### config.mk
export PLATFORM = sky130hd
export DESIGN_NAME = soft_mute_ramp
export DESIGN_NICKNAME = d
export VERILOG_FILES = /design/src/rtl/smr_pkg.sv /design/src/rtl/smr_gain_ramp.sv /design/src/rtl/smr_scaler.sv /design/src/rtl/soft_mute_ramp.sv
export SDC_FILE = /design/constraint.sdc
export NUM_CORES = 2
export LEC_CHECK = 0
export BUFFER_PORTS_ARGS = -buffer_cell sky130_fd_sc_hd__buf_2
export CORE_ASPECT_RATIO = 0.5
export CORE_UTILIZATION = 45
export DETAILED_ROUTE_END_ITERATION = 8
export SKIP_LAST_GASP = 1
export SLEW_MARGIN = 20
export SYNTH_ARGS = -nofsm -noshare
export SYNTH_HDL_FRONTEND = slang
export SYNTH_HIERARCHICAL = 1
export SYNTH_SLANG_ARGS = --single-unit
export TNS_END_PERCENT = 20
### constraint.sdc
create_clock -name clk -period 16 [get_ports clk]
set_input_delay 2.4 -clock clk [delete_from_list [all_inputs] [get_ports clk]]
set_output_delay 2.4 -clock clk [all_outputs]
set_load 0.01 [all_outputs]
### src/rtl/smr_pkg.sv
package smr_pkg;
  localparam int DEF_DATA_W   = 24;
  localparam int DEF_GAIN_W   = 16;
  localparam int DEF_UP_STEPS = 960;
  localparam int DEF_DN_STEPS = 64;
  localparam int CH_COUNT     = 2;
  typedef enum logic {CH_LEFT = 1'b0, CH_RIGHT = 1'b1} chan_e;
endpackage

### src/rtl/smr_gain_ramp.sv
module smr_gain_ramp #(
  parameter int GAIN_W   = smr_pkg::DEF_GAIN_W,
  parameter int UP_STEPS = smr_pkg::DEF_UP_STEPS,
  parameter int DN_STEPS = smr_pkg::DEF_DN_STEPS
) (
  input  logic              clk,
  input  logic              rst,
  input  logic              stb_i,
  input  logic              ok_i,
  output logic [GAIN_W-1:0] gain_nxt_o
);
  localparam int UNITY  = 1 << (GAIN_W - 1);
  localparam int UP_INC = (UNITY / UP_STEPS > 0) ? UNITY / UP_STEPS : 1;
  localparam int DN_INC = (UNITY + DN_STEPS - 1) / DN_STEPS;
  localparam logic [GAIN_W:0] UNITY_X = (GAIN_W + 1)'(UNITY);
  localparam logic [GAIN_W:0] UP_X    = (GAIN_W + 1)'(UP_INC);
  localparam logic [GAIN_W:0] DN_X    = (GAIN_W + 1)'(DN_INC);

  logic [GAIN_W-1:0] gain_q;
  logic [GAIN_W-1:0] step_val;
  logic [GAIN_W:0]   up_sum;

  // one step per strobe, direction picked by the validity flag
  always_comb begin
    up_sum = {1'b0, gain_q} + UP_X;
    if (ok_i) begin
      step_val = (up_sum >= UNITY_X) ? UNITY_X[GAIN_W-1:0] : up_sum[GAIN_W-1:0];
    end else begin
      step_val = ({1'b0, gain_q} <= DN_X) ? '0 : gain_q - DN_X[GAIN_W-1:0];
    end
  end

  assign gain_nxt_o = stb_i ? step_val : gain_q;

  always_ff @(posedge clk) begin
    if (rst) gain_q <= '0;
    else     gain_q <= gain_nxt_o;
  end

  // gain never passes unity
  assert_gain_bound_R4: assert property (@(posedge clk) disable iff (rst)
    int'(gain_q) <= UNITY);
  // no strobe, no movement
  assert_hold_no_stb_R8: assert property (@(posedge clk) disable iff (rst)
    !stb_i |=> $stable(gain_q));
  // invalid flag never raises the gain
  assert_fall_dir_R5: assert property (@(posedge clk) disable iff (rst)
    stb_i && !ok_i |=> int'(gain_q) <= int'($past(gain_q)));
  // valid flag never lowers the gain
  assert_rise_dir_R4: assert property (@(posedge clk) disable iff (rst)
    stb_i && ok_i |=> int'(gain_q) >= int'($past(gain_q)));
  // bounded step, no jump on reversal
  assert_no_jump_R6: assert property (@(posedge clk) disable iff (rst)
    stb_i |=> ((int'(gain_q) - int'($past(gain_q))) <= UP_INC) &&
              ((int'($past(gain_q)) - int'(gain_q)) <= DN_INC));
  // zero stays zero while invalid
  assert_stay_mute_R9: assert property (@(posedge clk) disable iff (rst)
    stb_i && !ok_i && (gain_q == '0) |=> gain_q == '0);
endmodule

### src/rtl/smr_scaler.sv
module smr_scaler #(
  parameter int DATA_W = smr_pkg::DEF_DATA_W,
  parameter int GAIN_W = smr_pkg::DEF_GAIN_W
) (
  input  logic                     clk,
  input  logic                     rst,
  input  logic                     stb_i,
  input  logic signed [DATA_W-1:0] x_i,
  input  logic        [GAIN_W-1:0] gain_i,
  output logic signed [DATA_W-1:0] y_o
);
  localparam int PW = DATA_W + GAIN_W + 2;
  localparam logic signed [PW-1:0] HALF = PW'(1) << (GAIN_W - 2);
  localparam logic signed [PW-1:0] MAXV = (PW'(1) << (DATA_W - 1)) - PW'(1);
  localparam logic signed [PW-1:0] MINV = ~MAXV;

  logic signed [PW-1:0]     prod_s;
  logic signed [PW-1:0]     rnd_s;
  logic signed [DATA_W-1:0] y_d;

  always_comb begin
    prod_s = PW'(x_i) * PW'(signed'({1'b0, gain_i}));
    rnd_s  = (prod_s + HALF) >>> (GAIN_W - 1);
    if (rnd_s > MAXV)      y_d = MAXV[DATA_W-1:0];
    else if (rnd_s < MINV) y_d = MINV[DATA_W-1:0];
    else                   y_d = rnd_s[DATA_W-1:0];
  end

  always_ff @(posedge clk) begin
    if (rst)        y_o <= '0;
    else if (stb_i) y_o <= y_d;
  end

  // a zero gain yields the zero code
  assert_zero_gain_R7: assert property (@(posedge clk) disable iff (rst)
    stb_i && (gain_i == '0) |=> y_o == '0);
  // output holds between strobes
  assert_out_hold_R2: assert property (@(posedge clk) disable iff (rst)
    !stb_i |=> $stable(y_o));
endmodule

### src/rtl/soft_mute_ramp.sv
module soft_mute_ramp #(
  parameter int DATA_W   = smr_pkg::DEF_DATA_W,
  parameter int GAIN_W   = smr_pkg::DEF_GAIN_W,
  parameter int UP_STEPS = smr_pkg::DEF_UP_STEPS,
  parameter int DN_STEPS = smr_pkg::DEF_DN_STEPS
) (
  input  logic                     clk,
  input  logic                     rst,
  input  logic                     smp_stb_i,
  input  logic                     clk_ok_i,
  input  logic signed [DATA_W-1:0] left_i,
  input  logic signed [DATA_W-1:0] right_i,
  output logic signed [DATA_W-1:0] left_o,
  output logic signed [DATA_W-1:0] right_o,
  output logic                     out_stb_o,
  output logic                     muted_o
);
  import smr_pkg::*;

  logic [GAIN_W-1:0]        gain_nxt;
  logic signed [DATA_W-1:0] x_arr [CH_COUNT];
  logic signed [DATA_W-1:0] y_arr [CH_COUNT];

  smr_gain_ramp #(
    .GAIN_W  (GAIN_W),
    .UP_STEPS(UP_STEPS),
    .DN_STEPS(DN_STEPS)
  ) u_ramp (
    .clk       (clk),
    .rst       (rst),
    .stb_i     (smp_stb_i),
    .ok_i      (clk_ok_i),
    .gain_nxt_o(gain_nxt)
  );

  assign x_arr[CH_LEFT]  = left_i;
  assign x_arr[CH_RIGHT] = right_i;

  for (genvar ch = 0; ch < CH_COUNT; ch++) begin : g_chan
    smr_scaler #(
      .DATA_W(DATA_W),
      .GAIN_W(GAIN_W)
    ) u_scale (
      .clk   (clk),
      .rst   (rst),
      .stb_i (smp_stb_i),
      .x_i   (x_arr[ch]),
      .gain_i(gain_nxt),
      .y_o   (y_arr[ch])
    );
  end

  assign left_o  = y_arr[CH_LEFT];
  assign right_o = y_arr[CH_RIGHT];

  always_ff @(posedge clk) begin
    if (rst) begin
      out_stb_o <= 1'b0;
      muted_o   <= 1'b1;
    end else begin
      out_stb_o <= smp_stb_i;
      if (smp_stb_i) muted_o <= (gain_nxt == '0);
    end
  end

  // muted means both channels at the zero code
  assert_muted_quiet_R7: assert property (@(posedge clk) disable iff (rst)
    muted_o |-> (left_o == '0) && (right_o == '0));
  // output strobe follows the input strobe by one clock
  assert_stb_follow_R2: assert property (@(posedge clk) disable iff (rst)
    smp_stb_i |=> out_stb_o);
  assert_stb_quiet_R2: assert property (@(posedge clk) disable iff (rst)
    !smp_stb_i |=> !out_stb_o);
  // muted flag moves only on a strobe
  assert_muted_hold_R8: assert property (@(posedge clk) disable iff (rst)
    !smp_stb_i |=> $stable(muted_o));
endmodule

### Word-level counts from Yosys, hierarchy flattened

Cells that the tools add are included.

* $add $sub $neg: 4
* $mul: 2
* $lt $le $gt $ge: 6
* multiplexer cells: 8
* reductions and logical operators: 1

Operator list (number)
* 24-bit 2-to-1 mux: 4
* 41-bit by 16-bit adder with 42-bit output (second input constant): 2
* 24-bit by 17-bit multiplier with 41-bit output: 2
* 16-bit 2-to-1 mux: 4
* 27-bit by 24-bit > comparator with 1-bit output (second input constant): 2
* 27-bit by 24-bit less-than comparator with 1-bit output (second input constant): 2
* 16-bit by 6-bit adder with 17-bit output (second input constant): 1
* 17-bit by 16-bit >= comparator with 1-bit output (second input constant): 1
* 16-bit by 10-bit <= comparator with 1-bit output (second input constant): 1
* 16-bit logical NOT: 1
* 16-bit by 10-bit subtractor with 16-bit output (second input constant): 1

* register bits after elaboration: 66
* input bits: 52
* output and inout bits: 50
* word-level logic and storage cells: 26

### Logic depth before layout (Yosys ltp)

* depth in word-level cells: 10
* gate-level depth with buffers: 36
* gate-level depth less buffers: 32

### By module

The synthesis kept the hierarchy.

Modules (own cells, without submodules)
* smr_scaler (g_chan[1].u_scale): instances 1, cells an instance 1830, area each 16089.2 um2, sequential area each 480.5 um2
* smr_scaler (g_chan[0].u_scale): instances 1, cells an instance 1805, area each 15980.3 um2, sequential area each 480.5 um2
* smr_gain_ramp: instances 1, cells an instance 177, area each 1301.2 um2, sequential area each 320.3 um2
* soft_mute_ramp: instances 1, cells an instance 11, area each 118.9 um2, sequential area each 40.0 um2

### Least setup slack after synthesis

No wires, ideal clock.

* kind: input-to-reg
* start: in smp_stb_i
* end: reg g_chan[1].u_scale.y_o[15]
* library setup time: 0.115 ns
* data arrival time: 9.672 ns
* required time: 15.885 ns
* slack: 6.213 ns
* stages on the path: 28
* path buffers: 4
* cell sequence: clkinv_1 nor2_1 clkbuf_1 nand4b_1 nand3_1 clkbuf_1 nand2_1 fa_1 fa_1 inv_1 fa_1 fa_1 fa_1 inv_1 fa_1 inv_1 ha_1 nand2_1 or4_4 or4_4 a211oi_2 o21ai_1 o211ai_2 nand2_1 and2_4 buf_6 buf_8 o21a_1

* cells in the longest elaborated chain, start to end: 6
* elaborated cells on any way between the ends: 7
* those cells by class: add/sub (1); mul (1); order compare (2); mux (3)

RTL lines
* start, declared: line soft_mute_ramp.sv:9 `input logic smp_stb_i,`
* 16-bit 2-to-1 mux *: line smr_gain_ramp.sv:33 `assign gain_nxt_o = stb_i ? step_val : gain_q;`
* net gain_nxt[3]: line soft_mute_ramp.sv:20 `logic [GAIN_W-1:0] gain_nxt;`
* 24-bit by 17-bit multiplier with 41-bit output *: line smr_scaler.sv:22 `prod_s = PW'(x_i) * PW'(signed'({1'b0, gain_i}));`
* 41-bit by 16-bit adder with 42-bit output *: line smr_scaler.sv:23 `rnd_s = (prod_s + HALF) >>> (GAIN_W - 1);`
* 27-bit by 24-bit less-than comparator with 1-bit output: line smr_scaler.sv:25 `else if (rnd_s < MINV) y_d = MINV[DATA_W-1:0];`
* 24-bit 2-to-1 mux: line smr_scaler.sv:25
* 24-bit 2-to-1 mux *: line smr_scaler.sv:24 `if (rnd_s > MAXV) y_d = MAXV[DATA_W-1:0];`
* end signal, assigned: line smr_scaler.sv:31 `else if (stb_i) y_o <= y_d;`
* end, declared: line smr_scaler.sv:10 `output logic signed [DATA_W-1:0] y_o`

Mark *: on every way through the listed nets, which the timed path passes. The rest lies on a longest branch.
A chain may end at the register's enable or synchronous reset.

### Worst setup path after layout

* start: in smp_stb_i
* end: reg g_chan[1].u_scale.y_o[9]

The elaborated chain is that of the path after synthesis.

==> impl_metrics.py <==
metrics = {
    "routing": {
        "first_iter_violations": 1274,
        "ant_nets": 0,
        "drc_errors": 0,
        "vias_per_cell": 5.13,
        "firstDrtPassIters": 5,
        "dr_total_vias": 24455,
        "routed_wl_microns": 86000,
        "wl_per_cell_microns": 18.1,
    },
    "synthesis": {
        "synth-main-ff-cell": "dfxtp_1",
        "synthArstFlopShare": 0,
        "synth.distinct_cells": 95,
        "synth_nets": 4878,
        "ys_seq_elements": 66,
        "seq_area_frac_synth": 0.0395,
        "synth_edf_count": 0,
        "syn_area_sq_um": 33500,
        "syn_inst": 3823,
        "postSynthAreaPerCell_sq_um": 8.76,
        "yosysWarnings": 6,
    },
    "setup_path": {
        "start_kind": "input pin",
        "worst_setup_path_end_kind": "flop",
        "path_max_fanout": 67,
        "cp.required_ps": 16230,
        "arrival_ps": 12040,
        "worstSetupPathType": "in -> reg",
    },
    "layout": {
        "layout_commonest_cell": "inv_1",
        "nNetsFinal": 4842,
        "areaGrowthSynthToFinish_pct": 4.49,
        "mostFrequentLayoutCells": "1002 x inv_1, 760 x fa_1, 485 x and2_1, 383 x nand2_1, 243 x ha_1",
        "layout-drive-gt1-share": 0.0638,
        "fin_cells": 4765,
    },
    "place": {
        "routabilityCongestion": 0.899,
        "placedCellCount": 4748,
        "dp_slack_ps": 3840,
        "numPortBuffers": 101,
        "hpwlAfterDp_microns": 67300,
    },
    "sta": {
        "tightestPinTransition_ps": 891,
        "max_freq_mhz": 84.6,
        "drv_slew": 0,
        "hold_viol": 0,
        "hold_slack_ps": 477,
        "timing.slew.headroom": 0.404,
        "period_share": 0.738,
        "fin_ws_ps": 4190,
        "finalSetupViolCount": 0,
        "rsz0062_at_grt": "no",
        "clock_skew_ps": 16.2,
        "period_minus_slack_ps": 11810,
        "fin_tns_setup_ps": 0,
    },
    "clock_network": {
        "clk_path_buf_depth": 2,
        "cts_tree": "yes",
        "cts.clk_slew.worst_paths_ps": 70,
        "hold_buffers": 0,
        "root_buffer": "clkbuf_16",
        "cts.htree.levels": 3,
        "clock_latency_ps": 370,
        "cts_buffers": 9,
        "clock_sink_count": 66,
        "postCtsSetupRepairBufs": 0,
        "cts_repair_resize_count": 0,
    },
    "hold_path": {
        "hold_path.class": "reg -> reg",
    },
    "floorplan": {
        "die_h_microns": 195,
        "core-area_sq_um": 73300,
        "start_util": 0.457,
        "die-width_microns": 388,
        "fp.dieArea_sq_um": 75600,
        "row_count": 70,
        "io_pins": 102,
    },
    "status": {
        "status": "complete, no violations",
    },
    "grt": {
        "grt_overflow": 0,
        "antenna_found_initial": 4,
        "grt_use_total": 0.240,
        "grt_start_max_net_pins": 68,
        "grt_pass1_wl_microns": 143000,
        "grt_pass1_vias": 26481,
    },
    "job": {
        "max_cap_violations": 0,
    },
}
==> through the flow <==
stage | area, sq um | util
finish | 35000 | 0.477
CTS | 35000 | 0.477
floorplan | 33500 | -
global placement | 34700 | 0.473
detailed placement | 34700 | 0.473
global route | 35000 | 0.477
==> kinds of logic (layout without fill, tap and decap cells) <==
family,count (synthesis),after routing,share of synthesized area
and+or+nand+nor,1178,1178,0.183
buffers and inverters,1170,1139,0.136
adders and majority gates,1003,1003,0.545
AOI/OAI and AO/OA,340,340,0.0792
DFF,66,66,0.0395
xor gates and xnor gates,63,63,0.0167
muxes,3,3,0.000934
other,0,1,0
==> critical path, cell delays in order <==
cell and delay (ps):
buf_2 70, buf_4 620, clkinv_1 510, nor2_1 800, nand4b_1 250, nand3_2 330
buf_4 580, and2_1 250, fa_1 420, inv_1 90, fa_1 450, fa_1 520
inv_1 60, fa_1 490, fa_1 490, inv_1 50, fa_1 480, inv_1 50
ha_1 360, nand4_1 150, nor4_1 380, o2111ai_1 260, a31oi_1 350, o211ai_1 170
a21boi_0 400, o41a_1 800, o2bb2ai_1 150
==> metal layers <==
metal	vias up	global-route usage	wire, microns
li1	11231	-	-
met1	12569	0.325	38500
met2	559	0.408	41200
met3	96	0.0373	4950
met4	0	0.0453	1440
met5	-	0	0
==> cells in the mapped netlist, drive strengths merged, types with 3 or more instances <==
master   number  area, sq um
and4          6         55.1
a31o          4         35.0
ha          243         3040
and3         16          103
clkbuf      136          521
a211oi       18          168
nand2b       10         62.6
o21ai        55          279
or2           7         43.8
nor2b        13         81.3
o2bb2ai      42          562
nor2        136          510
nand4b        7         61.3
or3           5         31.3
xor2         22          193
or4           5         45.0
a41oi         7         61.3
xnor2        41          367
a21oi        86          464
o21a         14          105
o2111ai       4         52.6
inv        1002         3760
nor3         15         85.1
o211ai       11         87.6
o41ai         4         50.1
a31oi        25          178
nor4          8         75.1
nand2       386         1450
o21bai       10         75.1
a2111oi       4         61.3
nor3b         3         22.5
buf          30          257
nand4        26          175
a21o         28          210
o31ai         3         27.5
and2        489         3070
nand3        41          205
fa          760        15200
a21boi        5         37.5
dfxtp        66         1320
==> worst paths after layout <==
path / from / to / slack, ps / depth (start not counted)
max: smp_stb_i / g_chan[1].u_scale/y_o[9]$_SDFFE_PP0P_ / 4190 / 27
min: g_chan[0].u_scale/y_o[23]$_SDFFE_PP0P_ / g_chan[0].u_scale/y_o[23]$_SDFFE_PP0P_ / 480 / 2
max reg2reg: u_ramp/gain_q[9]$_SDFF_PP0_ / g_chan[1].u_scale/y_o[9]$_SDFFE_PP0P_ / 6200 / 26
min reg2reg: g_chan[0].u_scale/y_o[23]$_SDFFE_PP0P_ / g_chan[0].u_scale/y_o[23]$_SDFFE_PP0P_ / 480 / 2
==> flip-flops by register name, summed over array words and instances (netlist names) <==
register / cells
u_ramp/gain_q: 16
out_stb_o: 1
muted_o: 1
g_chan.u_scale/y_o: 48
==> area by class of cell <==
class	instances	area, sq um
diodes	1	2.50
clock buffers	9	225
clock inverters	7	100
fillers	7097	38300
inverters	1003	3760
multi-input cells	2587	27700
flip-flops and latches	66	1320
well taps	972	1220
repair buffers	120	648
Power is not shown: default switching activity piles up to over one toggle a cycle in this logic, so the estimate is an artifact.
